## config.mk

```make
export PLATFORM = sky130hd
export DESIGN_NAME = nmi_prio_ctrl
export DESIGN_NICKNAME = d
export VERILOG_FILES = /design/src/rtl/nmi_pkg.sv /design/src/rtl/nmi_edge_sync.sv /design/src/rtl/nmi_arbiter.sv /design/src/rtl/nmi_push_seq.sv /design/src/rtl/nmi_prio_ctrl.sv
export SDC_FILE = /design/constraint.sdc
export NUM_CORES = 1
export LEC_CHECK = 0
export ABC_AREA = 1
export CAP_MARGIN = 0
export CORE_AREA = 2 2 60 48
export CTS_CLUSTER_SIZE = 20
export DETAILED_ROUTE_END_ITERATION = 10
export DIE_AREA = 0 0 62 50
export MAX_ROUTING_LAYER = met4
export PLACE_DENSITY = 0.87
export SYNTH_ARGS = -nofsm -noshare
export SYNTH_HDL_FRONTEND = slang
export SYNTH_SLANG_ARGS = --single-unit
```

## constraint.sdc

```tcl
create_clock -name clk -period 3.15 [get_ports clk]
set_input_delay 0.4725 -clock clk [delete_from_list [all_inputs] [get_ports clk]]
set_output_delay 0.4725 -clock clk [all_outputs]
set_load 0.02 [all_outputs]
```

## src/rtl/nmi_pkg.sv

```systemverilog
package nmi_pkg;

    localparam int NSRC = 2;

    typedef enum logic [0:0] {
        SRC_PIN = 1'b0,
        SRC_WDT = 1'b1
    } nmi_src_e;

    typedef enum logic [1:0] {
        SQ_IDLE    = 2'd0,
        SQ_PUSH_SW = 2'd1,
        SQ_PUSH_PC = 2'd2,
        SQ_VECT    = 2'd3
    } seq_state_e;

    typedef struct packed {
        logic     valid;
        nmi_src_e src;
    } grant_t;

    function automatic nmi_src_e rank_high(input logic wdt_hi);
        return wdt_hi ? SRC_WDT : SRC_PIN;
    endfunction

    function automatic nmi_src_e rank_low(input logic wdt_hi);
        return wdt_hi ? SRC_PIN : SRC_WDT;
    endfunction

    function automatic logic [NSRC-1:0] src_mask(input nmi_src_e s);
        logic [NSRC-1:0] m;
        m = '0;
        m[s] = 1'b1;
        return m;
    endfunction

endpackage

```

## src/rtl/nmi_edge_sync.sv

```systemverilog
module nmi_edge_sync #(
    parameter int STAGES = 2
) (
    input  logic clk,
    input  logic rst,
    input  logic pin_async,
    output logic rise
);
    localparam int CHAIN_W = STAGES + 1;

    logic [CHAIN_W-1:0] chain;

    always_ff @(posedge clk) begin
        if (rst) chain <= '0;
        else     chain <= {chain[CHAIN_W-2:0], pin_async};
    end

    assign rise = chain[STAGES-1] & ~chain[STAGES];

endmodule

```

## src/rtl/nmi_arbiter.sv

```systemverilog
module nmi_arbiter
    import nmi_pkg::*;
(
    input  logic            clk,
    input  logic            rst,
    input  logic [NSRC-1:0] req,
    input  logic            wdt_hi,
    input  logic            take,
    input  nmi_src_e        take_src,
    input  logic            set_en,
    input  nmi_src_e        set_src,
    input  logic            ret,
    output grant_t          grant,
    output logic [NSRC-1:0] insvc
);
    logic [NSRC-1:0] pend;
    logic [NSRC-1:0] pend_clr;
    logic [NSRC-1:0] svc_clr;
    logic [NSRC-1:0] svc_set;
    nmi_src_e        hi_s, lo_s;
    logic            hi_elig, lo_elig;

    always_comb begin
        hi_s     = rank_high(wdt_hi);
        lo_s     = rank_low(wdt_hi);
        pend_clr = take ? src_mask(take_src) : '0;
        svc_set  = set_en ? src_mask(set_src) : '0;
        svc_clr  = '0;
        if (ret) begin
            if (insvc[hi_s]) svc_clr = src_mask(hi_s);
            else             svc_clr = src_mask(lo_s);
        end
        hi_elig = pend[hi_s] && !insvc[hi_s];
        lo_elig = pend[lo_s] && !insvc[lo_s] && !insvc[hi_s];
        grant.valid = hi_elig || lo_elig;
        grant.src   = hi_elig ? hi_s : lo_s;
    end

    always_ff @(posedge clk) begin
        if (rst) begin
            pend  <= '0;
            insvc <= '0;
        end else begin
            pend  <= (pend & ~pend_clr) | req;
            insvc <= (insvc & ~svc_clr) | svc_set;
        end
    end

    generate
        for (genvar i = 0; i < NSRC; i++) begin : g_chk
            assert_insvc_set_by_entry_R3: assert property (@(posedge clk) disable iff (rst)
                $rose(insvc[i]) |-> $past(set_en && (int'(set_src) == i)));
        end
    endgenerate

    assert_ret_clears_one_R8: assert property (@(posedge clk) disable iff (rst)
        (ret && (&insvc) && !set_en) |=> ($countones(insvc) == 1));

endmodule

```

## src/rtl/nmi_push_seq.sv

```systemverilog
module nmi_push_seq
    import nmi_pkg::*;
#(
    parameter int             PSW_W   = 8,
    parameter int             PC_W    = 16,
    parameter logic [PC_W-1:0] VEC_PIN = 16'h0008,
    parameter logic [PC_W-1:0] VEC_WDT = 16'h000C
) (
    input  logic             clk,
    input  logic             rst,
    input  grant_t           grant,
    input  logic [PSW_W-1:0] psw,
    input  logic [PC_W-1:0]  pc,
    output logic             take,
    output nmi_src_e         take_src,
    output logic             stk_we,
    output logic [PC_W-1:0]  stk_wdata,
    output logic             ie_clr,
    output logic             pc_load,
    output logic [PC_W-1:0]  pc_vec,
    output logic             set_en,
    output nmi_src_e         set_src,
    output logic             busy
);
    localparam int PAD_W = PC_W - PSW_W;

    seq_state_e state;
    nmi_src_e   cur;

    always_ff @(posedge clk) begin
        if (rst) begin
            state <= SQ_IDLE;
            cur   <= SRC_PIN;
        end else begin
            unique case (state)
                SQ_IDLE: if (take) begin
                    state <= SQ_PUSH_SW;
                    cur   <= take_src;
                end
                SQ_PUSH_SW: state <= SQ_PUSH_PC;
                SQ_PUSH_PC: state <= SQ_VECT;
                SQ_VECT:    state <= SQ_IDLE;
                default:    state <= SQ_IDLE;
            endcase
        end
    end

    always_comb begin
        take      = (state == SQ_IDLE) && grant.valid;
        take_src  = grant.src;
        busy      = (state != SQ_IDLE);
        stk_we    = (state == SQ_PUSH_SW) || (state == SQ_PUSH_PC);
        stk_wdata = (state == SQ_PUSH_PC) ? pc : {{PAD_W{1'b0}}, psw};
        pc_load   = (state == SQ_VECT);
        ie_clr    = pc_load;
        pc_vec    = (cur == SRC_WDT) ? VEC_WDT : VEC_PIN;
        set_en    = pc_load;
        set_src   = cur;
    end

    assert_push_before_vector_R2: assert property (@(posedge clk) disable iff (rst)
        pc_load |-> ($past(stk_we) && $past(stk_we, 2)));

    assert_no_push_when_idle_R2: assert property (@(posedge clk) disable iff (rst)
        stk_we |-> busy);

endmodule

```

## src/rtl/nmi_prio_ctrl.sv

```systemverilog
module nmi_prio_ctrl
    import nmi_pkg::*;
#(
    parameter int              PSW_W       = 8,
    parameter int              PC_W        = 16,
    parameter int              SYNC_STAGES = 2,
    parameter logic [PC_W-1:0] VEC_PIN     = 16'h0008,
    parameter logic [PC_W-1:0] VEC_WDT     = 16'h000C
) (
    input  logic             clk,
    input  logic             rst,
    input  logic             nmi_pin,
    input  logic             wdt_ovf,
    input  logic             wdt_hi_prio,
    input  logic             reti,
    input  logic [PSW_W-1:0] psw_in,
    input  logic [PC_W-1:0]  pc_in,
    output logic             stk_we,
    output logic [PC_W-1:0]  stk_wdata,
    output logic             ie_clr,
    output logic             pc_load,
    output logic [PC_W-1:0]  pc_vec,
    output logic             insvc_pin,
    output logic             insvc_wdt,
    output logic             busy
);
    logic            pin_rise;
    logic [NSRC-1:0] req;
    logic [NSRC-1:0] insvc;
    grant_t          grant;
    logic            take, set_en;
    nmi_src_e        take_src, set_src;

    nmi_edge_sync #(.STAGES(SYNC_STAGES)) u_sync (
        .clk       (clk),
        .rst       (rst),
        .pin_async (nmi_pin),
        .rise      (pin_rise)
    );

    always_comb begin
        req          = '0;
        req[SRC_PIN] = pin_rise;
        req[SRC_WDT] = wdt_ovf;
    end

    nmi_arbiter u_arb (
        .clk      (clk),
        .rst      (rst),
        .req      (req),
        .wdt_hi   (wdt_hi_prio),
        .take     (take),
        .take_src (take_src),
        .set_en   (set_en),
        .set_src  (set_src),
        .ret      (reti),
        .grant    (grant),
        .insvc    (insvc)
    );

    nmi_push_seq #(
        .PSW_W   (PSW_W),
        .PC_W    (PC_W),
        .VEC_PIN (VEC_PIN),
        .VEC_WDT (VEC_WDT)
    ) u_seq (
        .clk       (clk),
        .rst       (rst),
        .grant     (grant),
        .psw       (psw_in),
        .pc        (pc_in),
        .take      (take),
        .take_src  (take_src),
        .stk_we    (stk_we),
        .stk_wdata (stk_wdata),
        .ie_clr    (ie_clr),
        .pc_load   (pc_load),
        .pc_vec    (pc_vec),
        .set_en    (set_en),
        .set_src   (set_src),
        .busy      (busy)
    );

    assign insvc_pin = insvc[SRC_PIN];
    assign insvc_wdt = insvc[SRC_WDT];

    assert_no_reentry_pin_R6: assert property (@(posedge clk) disable iff (rst)
        (pc_load && pc_vec == VEC_PIN) |-> !insvc_pin);

    assert_no_reentry_wdt_R6: assert property (@(posedge clk) disable iff (rst)
        (pc_load && pc_vec == VEC_WDT) |-> !insvc_wdt);

endmodule

```

# ---- After elaboration in Yosys (flattened, before gate mapping)
# Cells that the tools add are included.
dict set report totals {
  register_bits 10
}
dict set report op_classes {
  order_cmp 8
  eq_ne 4
  mux 27
  n_bitwise 8
  n_reduce_logical 15
}
# operator n
set op_table {}
lappend op_table {{$mux 16} 1}
lappend op_table {{$mux 1} 15}
lappend op_table {{$mux 2} 5}
lappend op_table {{$logic_and 1x1->1} 8}
lappend op_table {{$lt 1x2->1 const B} 4}
lappend op_table {{$pmux 2 s4} 1}
lappend op_table {{$and 2x2->2} 2}
lappend op_table {{$demux 1 s1} 4}
lappend op_table {{$eq 2x2->1 const B} 2}
lappend op_table {{$ge 1x1->1 const B} 4}
lappend op_table {{$not 2->2} 2}
lappend op_table {{$or 2x2->2} 2}
lappend op_table {{$mux 3} 1}
lappend op_table {{$eq 2x1->1 const B} 1}
lappend op_table {{$logic_not 1->1} 2}
lappend op_table {{$logic_not 2->1} 1}
lappend op_table {{$logic_or 1x1->1} 2}
lappend op_table {{$ne 2x2->1 const B} 1}
lappend op_table {{$reduce_and 2->1} 1}
lappend op_table {{$reduce_bool 2->1} 1}
lappend op_table {{$and 1x1->1} 1}
lappend op_table {{$not 1->1} 1}

# ---- Logic depth before layout (Yosys ltp)
dict set report depth {
  word_depth 14
  ltp_mapped 9
  depth_no_buf 9
}

# ---- Modules after synthesis
# From an unflattened synthesis, not the netlist that was laid out.
dict set report hier_totals {
  hier_cells 142
  hier_area_um2 843.3
}
# module n_inst cells_per_inst area_per_inst_um2
set by_module_without_submodules {}
lappend by_module_without_submodules {nmi_push_seq 1 93 535.5}
lappend by_module_without_submodules {nmi_arbiter 1 39 221.5}
lappend by_module_without_submodules {nmi_edge_sync 1 10 86.3}

# ---- Least setup slack after synthesis
# Ideal clock, no wire load.
dict set report synth_path {
  kind {register to output}
  start {reg u_seq.state[0]}
  end {out stk_wdata[1]}
  t_arrival_ns 1.198
  required_time_ns 2.677
  slack_ns 1.480
  stages_incl_launch_ff 7
  path_buffers 2
  cell_sequence {dfxtp_1 > inv_1 > ha_1 > clkbuf_1 > buf_2 > nand2_1 > nand2_1}
}
dict set report synth_between {
  elab_chain_len 2
}
# item line
set synth_lines {}
lappend synth_lines {{start, declared} nmi_push_seq.sv:27} ;# seq_state_e state;
lappend synth_lines {{start signal, assigned} nmi_push_seq.sv:32} ;# state <= SQ_IDLE;
lappend synth_lines {{start signal, assigned} nmi_push_seq.sv:37} ;# state <= SQ_PUSH_SW;
lappend synth_lines {{start signal, assigned} nmi_push_seq.sv:40} ;# SQ_PUSH_SW: state <= SQ_PUSH_PC;
lappend synth_lines {{$eq 2x2->1} nmi_push_seq.sv:53} ;# stk_wdata = (state == SQ_PUSH_PC) ? pc : {{PAD_W{1'b0}}, psw};
lappend synth_lines {{$mux 16} nmi_push_seq.sv:53}
lappend synth_lines {{end, declared} nmi_prio_ctrl.sv:19} ;# output logic [PC_W-1:0] stk_wdata,
# Every way passes these cells.

# ---- Worst setup path after layout
# Same ends and word-level chain as after synthesis.

==> impl_metrics.py <==
metrics = {
    "outcome": {
        "outcome": "finished, final reports clean",
    },
    "worst_setup_path": {
        "critPathKind": "reg -> out",
        "startpoint_type": "flop",
        "critPathCaptureType": "output pin",
        "crit_required_ns": 2.68,
        "crit_fanout": 18,
        "r2r_end": "u_seq.state[0]",
        "r2r_slack_ns": 1.87,
        "reg2regPathDepth": 4,
        "critPathArrivalTime_ns": 2.21,
        "crit-reg2reg-launch": "u_seq.state[0]",
    },
    "power": {
        "p_sw_w": 0.000400,
        "p_int_w": 0.000487,
        "sw_frac_of_total": 0.451,
        "p_comb_frac": 0.684,
        "leakagePower_nw": 0.680,
        "power_frac_seq": 0.189,
        "clkPwrFrac": 0.127,
        "ir_worst_vdd_uv": 285,
        "power.density_nw_per_um2": 654,
    },
    "detailed_routing": {
        "dr_total_vias": 831,
        "wl_per_cell_um": 9.05,
        "routed_wl_um": 2000,
        "drt-initial-drc-count": 35,
        "vias_per_cell": 3.76,
        "drtPass1Iterations": 4,
        "ant_nets": 0,
        "drc": 0,
    },
    "hold_path": {
        "hold_path.class": "reg -> reg",
        "holdPathStages": 2,
        "hold_end": "u_sync.chain[1]",
        "min_from": "u_sync.chain[0]",
    },
    "clock_network": {
        "clkTransAtPathRegs_ns": 0.06,
        "max-clock-path-buffers": 2,
        "postCtsHoldBufs": 0,
        "clock_sinks": 10,
        "h-tree-depth": 1,
        "numCtsBuffers": 3,
        "worstSkewPairLatency_ns": 0.26,
        "clock-root-buffer": "clkbuf_4",
        "cts_tree": "built",
        "postCtsSetupBuffers": 0,
        "ctsResizeCount": 0,
    },
    "finish": {
        "final_core_util": 0.542,
        "multiInputGateArea_sq_um": 459,
        "fill_cells": 244,
        "drive_above_1_share": 0.0919,
        "seq_area_sq_um": 200,
        "layoutNonFillerInstCount": 221,
        "areaGrowthSynthToFinish_pct": 60.4,
        "antenna_cells": 0,
        "nets": 220,
    },
    "timing": {
        "period_needed_ns": 2.68,
        "drv_slew": 0,
        "finalSetupTns_ns": 0,
        "finalHoldViolations": 0,
        "relSlewSlack": 0.627,
        "fin_skew_ns": 0.00153,
        "max_clock_freq_mhz": 373,
        "worst_slew_pin_slew_ns": 0.559,
        "setup_violations": 0,
        "finalCritPeriodShare": 0.852,
        "grt_setup_unrepaired": "no",
    },
    "grt": {
        "grt_overflow": 0,
        "grt_pass1_wl_um": 3270,
        "grt_pass1_vias": 798,
        "track_usage": 0.140,
        "grt_max_degree": 19,
        "antenna_found_initial": 0,
    },
    "floorplan": {
        "die_y_um": 50,
        "std_cell_rows": 16,
        "die_w_um": 62,
        "io_pins": 68,
        "coreArea_sq_um": 2500,
        "die_area_sq_um": 3100,
        "start_util": 0.337,
    },
    "synth": {
        "synth_cell_type_count": 20,
        "synth_area_sq_um": 845,
        "yosysWarnings": 0,
        "synth.ff_latch_count": 10,
        "ys_seq_area_frac": 0.237,
        "syn_area_per_cell_sq_um": 6.21,
        "synth_cells": 136,
    },
    "placed_design": {
        "placedCellCount": 217,
        "numPortBuffers": 52,
        "gp_congestion": 0.842,
        "dp_hpwl_um": 1740,
    },
    "flow_run": {
        "drv_cap": 0,
    },
}
per-layer routing:
layer,track usage,up-vias,share of wire
met1,0.159,346,0.43
met5,-,-,0
met2,0.234,19,0.52
met3,0.0236,4,0.036
met4,0.0603,0,0.015
li1,-,462,-
state kept, by name (all words and copies together), names as in the netlist:
| signal | flops |
|---|---|
| u_sync.chain | 3 |
| u_arb.insvc | 2 |
| u_arb.pend | 2 |
| u_seq.state | 2 |
| u_seq.set_src | 1 |
layout make-up:
type | instances | share of cell area
clock buffers | 4 | 0.0268
well taps | 36 | 0.0332
repair buffers | 52 | 0.384
flip-flops and latches | 10 | 0.148
multi-input cells | 94 | 0.339
inverters | 25 | 0.0693
worst max-delay path: stages (launching register included):
cell and delay (ns):
dfxtp_1 0.33, inv_1 0.10, ha_1 0.52, inv_1 0.27
nand2_1 0.11, nand2_1 0.06, clkdlybuf4s50_1 0.56
cell families (layout without fill, tap and decap cells):
| logic type | Yosys count | count (layout) | synth area share |
|---|---|---|---|
| DFF | 10 | 10 | 0.237 |
| AOI/OAI and AO/OA | 11 | 11 | 0.0785 |
| adders and majority gates | 4 | 4 | 0.0593 |
| other | 2 | 15 | 0.00889 |
| buffers and inverters | 45 | 81 | 0.277 |
| and+or+nand+nor | 64 | 64 | 0.339 |
metrics by stage:
| step | hold WS, ns | worst slack (ns) | power (W) | instance area [sq um] |
|---|---|---|---|---|
| after floorplan | 0.388 | 1.48 | 0.000542 | 893 |
| after global placement | 0.391 | 0.799 | 0.000771 | 1320 |
| after detailed placement | 0.396 | 0.717 | 0.000782 | 1320 |
| after CTS | 0.405 | 0.433 | 0.000897 | 1360 |
| after global routing | 0.409 | 0.247 | 0.000961 | 1360 |
| final | 0.403 | 0.466 | 0.000887 | 1360 |
worst max path at each step:
stage / from / to / slack [ns]
2_1_floorplan: u_seq.state[0] / stk_wdata[1] / 1.48
3_5_place_dp: u_seq.state[0] / stk_wdata[1] / 0.72
6_report: u_seq.state[0] / stk_wdata[1] / 0.47
4_1_cts: u_seq.state[0] / stk_wdata[1] / 0.43
3_3_place_gp: u_seq.state[0] / stk_wdata[6] / 0.80
5_1_grt: u_seq.state[0] / stk_wdata[1] / 0.25
placed cells by master, fill, tap and decap left out:
cell | netlist | layout
nand2_1 | 48 | 48
a21oi_2 | 3 | 3
a21oi_1 | 4 | 4
nand3_4 | 1 | 1
nor2_1 | 4 | 4
inv_2 | 1 | 1
nand2_4 | 1 | 1
nor2_2 | 1 | 1
clkbuf_4 | 0 | 3
clkbuf_8 | 0 | 1
nand2_2 | 5 | 5
ha_1 | 4 | 4
o21ai_1 | 2 | 2
nand3_2 | 1 | 1
nand3_1 | 3 | 3
clkdlybuf4s50_1 | 0 | 52
inv_1 | 24 | 24
conb_1 | 2 | 15
dfxtp_1 | 10 | 10
o21ai_0 | 2 | 2
cell usage after synthesis:
library cell  number  area, sq um
clkbuf_1           2         7.51
a21oi_1            4         20.0
nand2_4            1         11.3
dfxtp_1           10          200
nor2_2             1         6.26
o21ai_0            2         10.0
buf_2              1         5.00
ha_1               4         50.1
nand3_2            1         10.0
conb_1             2         7.51
nand3_4            1         17.5
inv_2              1         3.75
nand2_1           48          180
o21ai_1            2         10.0
nand3_1            3         15.0
inv_1             24         90.1
buf_4             17          128
a21oi_2            3         26.3
nor2_1             4         15.0
nand2_2            5         31.3
power groups by stage:
stage / logic [W] / clock network [W] / registers (W)
floorplan: 0.000374 / 0 / 0.000168
global placement: 0.000602 / 0 / 0.000169
detailed placement: 0.000612 / 0 / 0.000170
CTS: 0.000613 / 0.000117 / 0.000167
global route: 0.000667 / 0.000122 / 0.000172
finish: 0.000606 / 0.000113 / 0.000168
(Power assumes the default switching activity.)
